`config.mk`:
```
export PLATFORM = sky130hd
export DESIGN_NAME = fpm_mul
export DESIGN_NICKNAME = d
export VERILOG_FILES = /design/src/rtl/fpm_pkg.sv /design/src/rtl/fpm_rst_sync.sv /design/src/rtl/fpm_classify.sv /design/src/rtl/fpm_norm_round.sv /design/src/rtl/fpm_mul.sv
export SDC_FILE = /design/constraint.sdc
export NUM_CORES = 2
export LEC_CHECK = 0
export BUFFER_PORTS_ARGS = -buffer_cell sky130_fd_sc_hd__buf_4
export CAP_MARGIN = 20
export CORE_MARGIN = 10
export CORE_UTILIZATION = 44
export CTS_CLUSTER_DIAMETER = 100
export DETAILED_ROUTE_END_ITERATION = 6
export PLACE_DENSITY = 0.63
export SYNTH_ARGS = -nofsm -noshare
export SYNTH_HDL_FRONTEND = slang
export SYNTH_SLANG_ARGS = --single-unit
```
`constraint.sdc`:
```
create_clock -name clk -period 0.8 [get_ports clk]
set_input_delay 0.08 -clock clk [delete_from_list [all_inputs] [get_ports clk]]
set_output_delay 0.08 -clock clk [all_outputs]
set_load 0.05 [all_outputs]
```
`src/rtl/fpm_pkg.sv`:
```
package fpm_pkg;

  typedef enum logic [1:0] {
    CLS_NUM  = 2'd0,
    CLS_ZERO = 2'd1,
    CLS_INF  = 2'd2,
    CLS_NAN  = 2'd3
  } fpm_cls_e;

  // Class of a product given the classes of its two factors.
  function automatic fpm_cls_e fpm_combine(fpm_cls_e a, fpm_cls_e b);
    fpm_cls_e r;
    if (a == CLS_NAN || b == CLS_NAN)
      r = CLS_NAN;
    else if ((a == CLS_INF && b == CLS_ZERO) || (a == CLS_ZERO && b == CLS_INF))
      r = CLS_NAN;
    else if (a == CLS_INF || b == CLS_INF)
      r = CLS_INF;
    else if (a == CLS_ZERO || b == CLS_ZERO)
      r = CLS_ZERO;
    else
      r = CLS_NUM;
    return r;
  endfunction

endpackage

```
`src/rtl/fpm_rst_sync.sv`:
```
module fpm_rst_sync #(
  parameter int STAGES = 2
) (
  input  logic clk,
  input  logic rst_n,
  output logic rst_sync_n
);

  logic [STAGES-1:0] chain_q;
  logic [STAGES-1:0] chain_d;

  always_comb begin
    chain_d = {chain_q[STAGES-2:0], 1'b1};
  end

  always_ff @(posedge clk or negedge rst_n) begin
    if (!rst_n) chain_q <= '0;
    else        chain_q <= chain_d;
  end

  assign rst_sync_n = chain_q[STAGES-1];

endmodule

```
`src/rtl/fpm_classify.sv`:
```
module fpm_classify
  import fpm_pkg::*;
#(
  parameter int EXP_W  = 8,
  parameter int FRAC_W = 23
) (
  input  logic [EXP_W+FRAC_W:0] word,
  output fpm_cls_e              cls,
  output logic                  sign,
  output logic [EXP_W-1:0]      exp_f,
  output logic [FRAC_W:0]       sig
);

  logic [FRAC_W-1:0] frac;
  logic              exp_zero;
  logic              exp_full;

  always_comb begin
    sign     = word[EXP_W+FRAC_W];
    exp_f    = word[EXP_W+FRAC_W-1:FRAC_W];
    frac     = word[FRAC_W-1:0];
    exp_zero = (exp_f == '0);
    exp_full = (exp_f == '1);
    // zero exponent: no hidden one (subnormals flush to zero)
    sig      = {~exp_zero, frac};
    if (exp_full)
      cls = (frac == '0) ? CLS_INF : CLS_NAN;
    else if (exp_zero)
      cls = CLS_ZERO;
    else
      cls = CLS_NUM;
  end

endmodule

```
`src/rtl/fpm_norm_round.sv`:
```
module fpm_norm_round
  import fpm_pkg::*;
#(
  parameter int EXP_W  = 8,
  parameter int FRAC_W = 23,
  localparam int W      = 1 + EXP_W + FRAC_W,
  localparam int SIG_W  = FRAC_W + 1,
  localparam int PROD_W = 2 * SIG_W,
  localparam int EW     = EXP_W + 2
) (
  input  logic [PROD_W-1:0]    prod,
  input  logic signed [EW-1:0] exp_in,
  input  logic                 sign,
  input  fpm_cls_e             cls,
  output logic [W-1:0]         result,
  output logic                 ovf,
  output logic                 unf
);

  localparam logic signed [EW-1:0] EXP_TOP  = EW'((1 << EXP_W) - 1);
  localparam logic signed [EW-1:0] EXP_NONE = '0;
  localparam logic [W-1:0]         QNAN     = {1'b0, {EXP_W{1'b1}}, 1'b1, {(FRAC_W-1){1'b0}}};

  logic                 hi;
  logic [FRAC_W-1:0]    frac_n;
  logic                 guard;
  logic                 sticky;
  logic                 up;
  logic [FRAC_W:0]      frac_sum;
  logic signed [EW-1:0] exp_n;
  logic signed [EW-1:0] exp_r;

  always_comb begin
    // product lies in [1,4): top bit set means [2,4)
    hi     = prod[PROD_W-1];
    frac_n = hi ? prod[PROD_W-2 -: FRAC_W] : prod[PROD_W-3 -: FRAC_W];
    guard  = hi ? prod[FRAC_W] : prod[FRAC_W-1];
    sticky = hi ? (|prod[FRAC_W-1:0]) : (|prod[FRAC_W-2:0]);
    exp_n  = exp_in + EW'(hi);

    up       = guard & (sticky | frac_n[0]);
    frac_sum = {1'b0, frac_n} + (FRAC_W+1)'(up);
    exp_r    = exp_n + EW'(frac_sum[FRAC_W]);

    ovf    = 1'b0;
    unf    = 1'b0;
    unique case (cls)
      CLS_NAN:  result = QNAN;
      CLS_INF:  result = {sign, {EXP_W{1'b1}}, {FRAC_W{1'b0}}};
      CLS_ZERO: result = {sign, {(W-1){1'b0}}};
      default: begin
        if (exp_r >= EXP_TOP) begin
          result = {sign, {EXP_W{1'b1}}, {FRAC_W{1'b0}}};
          ovf    = 1'b1;
        end else if (exp_r <= EXP_NONE) begin
          result = {sign, {(W-1){1'b0}}};
          unf    = 1'b1;
        end else begin
          result = {sign, exp_r[EXP_W-1:0], frac_sum[FRAC_W-1:0]};
        end
      end
    endcase
  end

endmodule

```
`src/rtl/fpm_mul.sv`:
```
module fpm_mul
  import fpm_pkg::*;
#(
  parameter int EXP_W  = 8,
  parameter int FRAC_W = 23
) (
  input  logic                  clk,
  input  logic                  rst_n,
  input  logic                  in_valid,
  input  logic [EXP_W+FRAC_W:0] op_a,
  input  logic [EXP_W+FRAC_W:0] op_b,
  output logic                  out_valid,
  output logic [EXP_W+FRAC_W:0] result,
  output logic                  ovf,
  output logic                  unf
);

  localparam int W      = 1 + EXP_W + FRAC_W;
  localparam int SIG_W  = FRAC_W + 1;
  localparam int PROD_W = 2 * SIG_W;
  localparam int EW     = EXP_W + 2;
  localparam int BIAS   = (1 << (EXP_W - 1)) - 1;
  localparam int N_OPS  = 2;

  logic rst_sync_n;

  fpm_rst_sync #(.STAGES(2)) u_rst_sync (
    .clk        (clk),
    .rst_n      (rst_n),
    .rst_sync_n (rst_sync_n)
  );

  // ---------------- operand classification ----------------
  logic [W-1:0]       ops    [N_OPS];
  fpm_cls_e           cls_v  [N_OPS];
  logic               sign_v [N_OPS];
  logic [EXP_W-1:0]   exp_v  [N_OPS];
  logic [SIG_W-1:0]   sig_v  [N_OPS];

  assign ops[0] = op_a;
  assign ops[1] = op_b;

  for (genvar gi = 0; gi < N_OPS; gi++) begin : g_cls
    fpm_classify #(.EXP_W(EXP_W), .FRAC_W(FRAC_W)) u_classify (
      .word  (ops[gi]),
      .cls   (cls_v[gi]),
      .sign  (sign_v[gi]),
      .exp_f (exp_v[gi]),
      .sig   (sig_v[gi])
    );
  end

  // ---------------- stage 1: exponent sum, class ----------------
  logic                 v1_q;
  fpm_cls_e             s1_cls_d,  s1_cls_q;
  logic                 s1_sign_d, s1_sign_q;
  logic signed [EW-1:0] s1_exp_d,  s1_exp_q;
  logic [SIG_W-1:0]     s1_sa_q,   s1_sb_q;

  always_comb begin
    s1_cls_d  = fpm_combine(cls_v[0], cls_v[1]);
    s1_sign_d = sign_v[0] ^ sign_v[1];
    s1_exp_d  = EW'(exp_v[0]) + EW'(exp_v[1]) - EW'(BIAS);
  end

  always_ff @(posedge clk) begin
    if (in_valid) begin
      s1_cls_q  <= s1_cls_d;
      s1_sign_q <= s1_sign_d;
      s1_exp_q  <= s1_exp_d;
      s1_sa_q   <= sig_v[0];
      s1_sb_q   <= sig_v[1];
    end
  end

  // ---------------- stage 2: significand product ----------------
  logic              v2_q;
  logic [PROD_W-1:0] s2_prod_d, s2_prod_q;
  fpm_cls_e          s2_cls_q;
  logic              s2_sign_q;
  logic signed [EW-1:0] s2_exp_q;

  always_comb begin
    s2_prod_d = PROD_W'(s1_sa_q) * PROD_W'(s1_sb_q);
  end

  always_ff @(posedge clk) begin
    if (v1_q) begin
      s2_prod_q <= s2_prod_d;
      s2_cls_q  <= s1_cls_q;
      s2_sign_q <= s1_sign_q;
      s2_exp_q  <= s1_exp_q;
    end
  end

  // ---------------- stage 3: normalize, round, pack ----------------
  logic [W-1:0] res_d, res_q;
  logic         ovf_d, unf_d;
  logic         ovf_q, unf_q;
  logic         v3_q;

  fpm_norm_round #(.EXP_W(EXP_W), .FRAC_W(FRAC_W)) u_norm_round (
    .prod   (s2_prod_q),
    .exp_in (s2_exp_q),
    .sign   (s2_sign_q),
    .cls    (s2_cls_q),
    .result (res_d),
    .ovf    (ovf_d),
    .unf    (unf_d)
  );

  always_ff @(posedge clk) begin
    if (v2_q) res_q <= res_d;
  end

  // ---------------- valid chain and flags ----------------
  always_ff @(posedge clk or negedge rst_sync_n) begin
    if (!rst_sync_n) begin
      v1_q  <= 1'b0;
      v2_q  <= 1'b0;
      v3_q  <= 1'b0;
      ovf_q <= 1'b0;
      unf_q <= 1'b0;
    end else begin
      v1_q  <= in_valid;
      v2_q  <= v1_q;
      v3_q  <= v2_q;
      ovf_q <= v2_q & ovf_d;
      unf_q <= v2_q & unf_d;
    end
  end

  assign out_valid = v3_q;
  assign result    = res_q;
  assign ovf       = ovf_q;
  assign unf       = unf_q;

endmodule

```
# After elaboration in Yosys (flattened, before gate mapping)
# Cells that the tools add are included.
# W data, S select, Z words.
[totals]
ff_bits = 161
latch_bits = 0
ram_bits = 0
mem_bits_ro = 0
n_memories = 0
[classes]
addsub = 5
multipliers = 1
div = 0
magnitude_cmp = 2
n_eq_ne = 11
shift = 0
muxes = 19
bitwise_logic = 7
n_reduce_logical = 15
[op_table]
columns = ["operator", "count"]
rows = [
  ["$pmux W32 S3", 1],
  ["$mux W31", 2],
  ["$mul A24 B24 Y48", 1],
  ["$logic_not A23 Y1", 2],
  ["$add A23 B1 Y24", 1],
  ["$mux W23", 1],
  ["$reduce_or A23 Y1", 1],
  ["$reduce_or A22 Y1", 1],
  ["$add A10 B1 Y10", 2],
  ["$eq A8 B8 Y1 const B", 2],
  ["$logic_not A8 Y1", 2],
  ["$mux W1", 13],
  ["$eq A2 B2 Y1 const B", 6],
  ["$ge A10 B9 Y1 const B", 1],
  ["$le A10 B1 Y1 const B", 1],
  ["$sub A9 B7 Y10 const B", 1],
  ["$add A8 B8 Y9", 1],
  ["$eq A2 B1 Y1 const B", 3],
  ["$reduce_or A3 Y1", 2],
  ["$logic_or A1 B1 Y1", 4],
  ["$mux W2", 2],
  ["$and A1 B1 Y1", 3],
  ["$logic_and A1 B1 Y1", 2],
  ["$not A1 Y1", 2],
  ["3 further kinds", 3],
]

# Longest topological paths before layout
[depth]
ltp_word = 11
ltp_mapped = 25
ltp_nobuf = 23

# Modules after synthesis
# A second synthesis with hierarchy kept.
[unflattened]
cells_unflattened = 2737
hier_area_um2 = 26635.5
[by_module_without_submodules]
columns = ["mod", "instances", "cells_per_inst", "area_per_inst_um2", "seq_area_each_um2"]
rows = [
  ["fpm_mul", 1, 2410, 24302.1, 4749.6],
  ["fpm_norm_round", 1, 226, 1571.5, 0.0],
  ["fpm_classify", 2, 49, 354.1, 0.0],
  ["fpm_rst_sync", 1, 3, 53.8, 50.0],
]

# Worst setup path before layout
# Ideal clock, no wire load.
[synth_path]
path_type = "reg2reg"
start = "register s1_sa_q[17]"
end = "register s2_prod_q[47] (data pin)"
setup_ns = 0.260
arrival_time_ns = 6.229
t_required_ns = 0.540
setup_slack_ns = -5.689
stages_incl_launch_ff = 23
n_path_buf = 1
cell_sequence = "edfxtp_1 clkbuf_1 nand2_1 fa_1 inv_1 fa_1 inv_1 fa_1 fa_1 inv_1 fa_1 fa_1 inv_1 fa_1 inv_1 ha_1 a21o_1 a21o_1 a221o_1 a211o_1 a22oi_2 o221ai_1 xnor2_1"
[synth_via]
elab_chain_cells = 1
[synth_lines]
columns = ["item", "line", "source"]
rows = [
  ["start: declaration", "fpm_mul.sv:58", "logic [SIG_W-1:0] s1_sa_q, s1_sb_q;"],
  ["start signal: assignment", "fpm_mul.sv:71", "s1_sa_q <= sig_v[0];"],
  ["$mul A24 B24 Y48", "fpm_mul.sv:84", "s2_prod_d = PROD_W'(s1_sa_q) * PROD_W'(s1_sb_q);"],
  ["via s2_prod_d[47]", "fpm_mul.sv:78", "logic [PROD_W-1:0] s2_prod_d, s2_prod_q;"],
  ["end signal: assignment", "fpm_mul.sv:89", "s2_prod_q <= s2_prod_d;"],
  ["end: declaration", "fpm_mul.sv:78", ""],
]
# The timed path passes the listed nets, and every way through them passes these cells.
# A chain may end at the register's enable or synchronous reset.

# Final worst setup path
[layout_path]
start = "register s1_sa_q[16]"
end = "register s2_prod_q[47] (data pin)"
# Same word-level chain as after synthesis.

==> flow_summary.json <==
{
  "crit_fanout": 5,
  "syn_nets": 3457,
  "multi_input_area_um2": 20960,
  "hpwl_um": 58700,
  "synthTopCellsByArea": "fa_1, edfxtp_1, ha_1, inv_1, and2_1",
  "seq_area_um2": 4807,
  "ys.warnings.count": 0,
  "die_area_um2": 69900,
  "crit_arrival_ns": 6.82,
  "die_w_um": 264.4,
  "fp-row-count": 89,
  "ys_types": 72,
  "violations": "negative hold slack, negative setup slack",
  "hold_violations": 2,
  "syn_area_um2": 26280,
  "max_cap_violations": 0,
  "post_drt_wl_per_cell_um": 17.49,
  "htree_num_levels": 4,
  "viasPerCell": 5.023,
  "yosysTopAreaCell": "fa_1",
  "grtUsageTotal_pct": 20.50,
  "reg2reg_depth": 22,
  "min_to": "s1_sa_q[23]",
  "synth_edf_count": 154,
  "drt_iter0_drc": 939,
  "clock_skew_ns": 0.01718,
  "yosysTopAreaCellShare_pct": 36.87,
  "setup_viol": 219,
  "rrSetupSlack_ns": -5.78,
  "grt_pass1_wl_um": 115500,
  "n_antenna_cell": 0,
  "clockRootBuffer": "clkbuf_16",
  "holdPathStages": 3,
  "timing.hold.ws_ns": -0.01243,
  "clk_latency_ns": 0.48,
  "vias": 20719,
  "start_util_pct": 44.44,
  "holdBufCountCts": 51,
  "clockBufferDepth": 2,
  "grt_pass1_vias": 22410,
  "worstSetupPathType": "reg -> reg",
  "io_buffers": 101,
  "synth_seq_area_share_pct": 18.26,
  "ys_seq_elements": 161,
  "period_share_pct": 822.6,
  "post-route-util_pct": 61.23,
  "fmax_mhz": 152.0,
  "grt_overflow_total": 0,
  "final.setup.tns_ns": -357.14,
  "drv_slew": 0,
  "layout_commonest_cell": "inv_1",
  "fin_nets": 4081,
  "cts_buffers": 17,
  "regToRegEndpoint": "s2_prod_q[47]",
  "synth-main-ff-cell": "edfxtp_1",
  "start_kind": "flop",
  "reg2reg_from": "s1_sa_q[16]",
  "cts_tree": "yes",
  "gp_congestion": 0.9124,
  "final_cell_mix": "inv_1, buf_4, fa_1, nand2_1, and2_1",
  "crit_path_end_kind": "flop",
  "status": "finished with violations",
  "drcViolationCount": 0,
  "hp-class": "in -> reg",
  "routed_wl_um": 72130,
  "areaGrowthSynthToFinish_pct": 37.77,
  "fin_crit_ns": 6.581,
  "fillers": 4744,
  "final_layout_size_suffix_gt1_share_pct": 33.56,
  "cts.sinks": 161,
  "wl_met3_um": 4315,
  "min-delay-start": "op_a[23]",
  "async_reset_ff_share_pct": 4.348,
  "rsz0062_at_grt": "true",
  "met2WireLength_um": 35970,
  "syn_avg_cell_area_um2": 9.679,
  "grt_antenna_before_repair": 2,
  "setup_ws_ns": -5.781,
  "die_h_um": 264.4,
  "drtPass1Iterations": 5,
  "path_clk_slew_ns": 0.07,
  "netlist_instances": 2715,
  "core_area_um2": 59130,
  "grt_start_max_net_pins": 36,
  "ios": 102,
  "cp_data_required_time_ns": 1.04,
  "top_layer": "met4",
  "drt-met1-wl_um": 30560,
  "ant_nets": 0
}
==> final cells by class <==
type / instances / share of cell area [%]
Sequential cell: 161 / 13.28
Tap cell: 773 / 2.671
Inverter: 577 / 5.989
Timing Repair Buffer: 731 / 18.50
Clock inverter: 14 / 0.4493
Multi-Input combinational cell: 1851 / 57.90
Clock buffer: 18 / 1.213
==> registers in the layout (all words and copies together), names as in the netlist <==
| name | cells |
|---|---|
| v1_q | 1 |
| v2_q | 1 |
| s2_exp_q | 10 |
| s1_cls_q | 2 |
| s2_prod_q | 48 |
| u_rst_sync.chain_q | 2 |
| ovf | 1 |
| s1_exp_q | 10 |
| s1_sb_q | 24 |
| unf | 1 |
| s2_cls_q | 2 |
| out_valid | 1 |
| s2_sign_q | 1 |
| result | 32 |
| s1_sign_q | 1 |
| s1_sa_q | 24 |
==> worst max-delay path by stage <==
stage | endpoint | cells past startpoint | slack [ns] | from
2_1_floorplan | s2_prod_q[39] | 21 | -5.52 | s1_sa_q[18]
3_3_place_gp | s2_prod_q[44] | 22 | -5.77 | s1_sa_q[19]
3_5_place_dp | s2_prod_q[47] | 21 | -5.91 | s1_sa_q[7]
4_1_cts | s2_prod_q[47] | 21 | -5.69 | s1_sa_q[18]
5_1_grt | s2_prod_q[34] | 24 | -5.93 | s1_sb_q[8]
6_report | s2_prod_q[47] | 22 | -5.78 | s1_sa_q[16]
==> synth_stat cells, types with 3 or more instances <==
| cell | n |
|---|---|
| a211o_1 | 4 |
| a211oi_1 | 5 |
| a211oi_2 | 6 |
| a21o_1 | 18 |
| a21oi_1 | 71 |
| a221o_1 | 6 |
| and2_1 | 311 |
| and3_1 | 11 |
| buf_2 | 7 |
| buf_6 | 3 |
| clkbuf_1 | 112 |
| dfrtp_1 | 7 |
| edfxtp_1 | 154 |
| fa_1 | 484 |
| ha_1 | 191 |
| inv_1 | 576 |
| mux2_2 | 5 |
| mux2i_1 | 14 |
| nand2_1 | 351 |
| nand2b_1 | 4 |
| nand3_1 | 28 |
| nand4_1 | 27 |
| nor2_1 | 57 |
| nor2b_1 | 12 |
| nor3_1 | 18 |
| nor3b_1 | 5 |
| nor4_1 | 25 |
| o211ai_1 | 5 |
| o21a_1 | 6 |
| o21ai_0 | 40 |
| o21ai_1 | 3 |
| o21bai_1 | 9 |
| o31ai_1 | 3 |
| or2_2 | 3 |
| or3_1 | 5 |
| xnor2_1 | 45 |
| xor2_1 | 41 |
==> per-stage QoR <==
step	cell area (um2)	instances	worst slack, ns
CTS	34460	4077	-5.686
global placement	31860	3921	-5.774
global route	36200	4125	-5.926
floorplan	27280	2715	-5.523
detailed placement	31860	3921	-5.911
finish	36200	4125	-5.781
==> kinds of logic after synthesis <==
group	Yosys count	share of synthesized area, %
simple gates	871	16.92
fa+ha+maj	675	45.96
mux	19	0.7475
other cells	1	0.01427
buf+inv	703	10.18
xor+xnor	86	2.866
flops	161	18.26
compound gates	199	5.042
==> worst max-delay path: stages (launching register included) <==
cell and delay, ns:
edfxtp_1 0.50, buf_6 0.18, and2_1 0.18, fa_1 0.48, fa_1 0.52, inv_2 0.04
fa_2 0.52, inv_2 0.04, fa_1 0.51, inv_2 0.04, fa_1 0.49, inv_2 0.04
fa_1 0.52, fa_1 0.46, ha_4 0.29, a21oi_4 0.17, o21ai_2 0.09, a221o_1 0.37
a211o_1 0.32, a22oi_2 0.19, buf_6 0.14, o221ai_2 0.10, xnor2_1 0.15
==> routing by layer <==
| metal | vias up | global-route usage (%) |
|---|---|---|
| met2 | 578 | 35.34 |
| li1 | 9573 | - |
| met1 | 10467 | 26.33 |
| met4 | 0 | 4.488 |
| met3 | 101 | 4.064 |
| met5 | - | 0 |
==> repair_timing <==
item | CTS | global route
buffers inserted | 72 | 42
endpoints found under the hold margin | 52 | 2
pin swaps | 103 | 119
endpoints found under the setup margin | 220 | 220
resized for setup | 227 | 300
gates cloned | 2 | 10
Power is not shown: default switching activity piles up to over one toggle a cycle in this logic, so the estimate is an artifact.
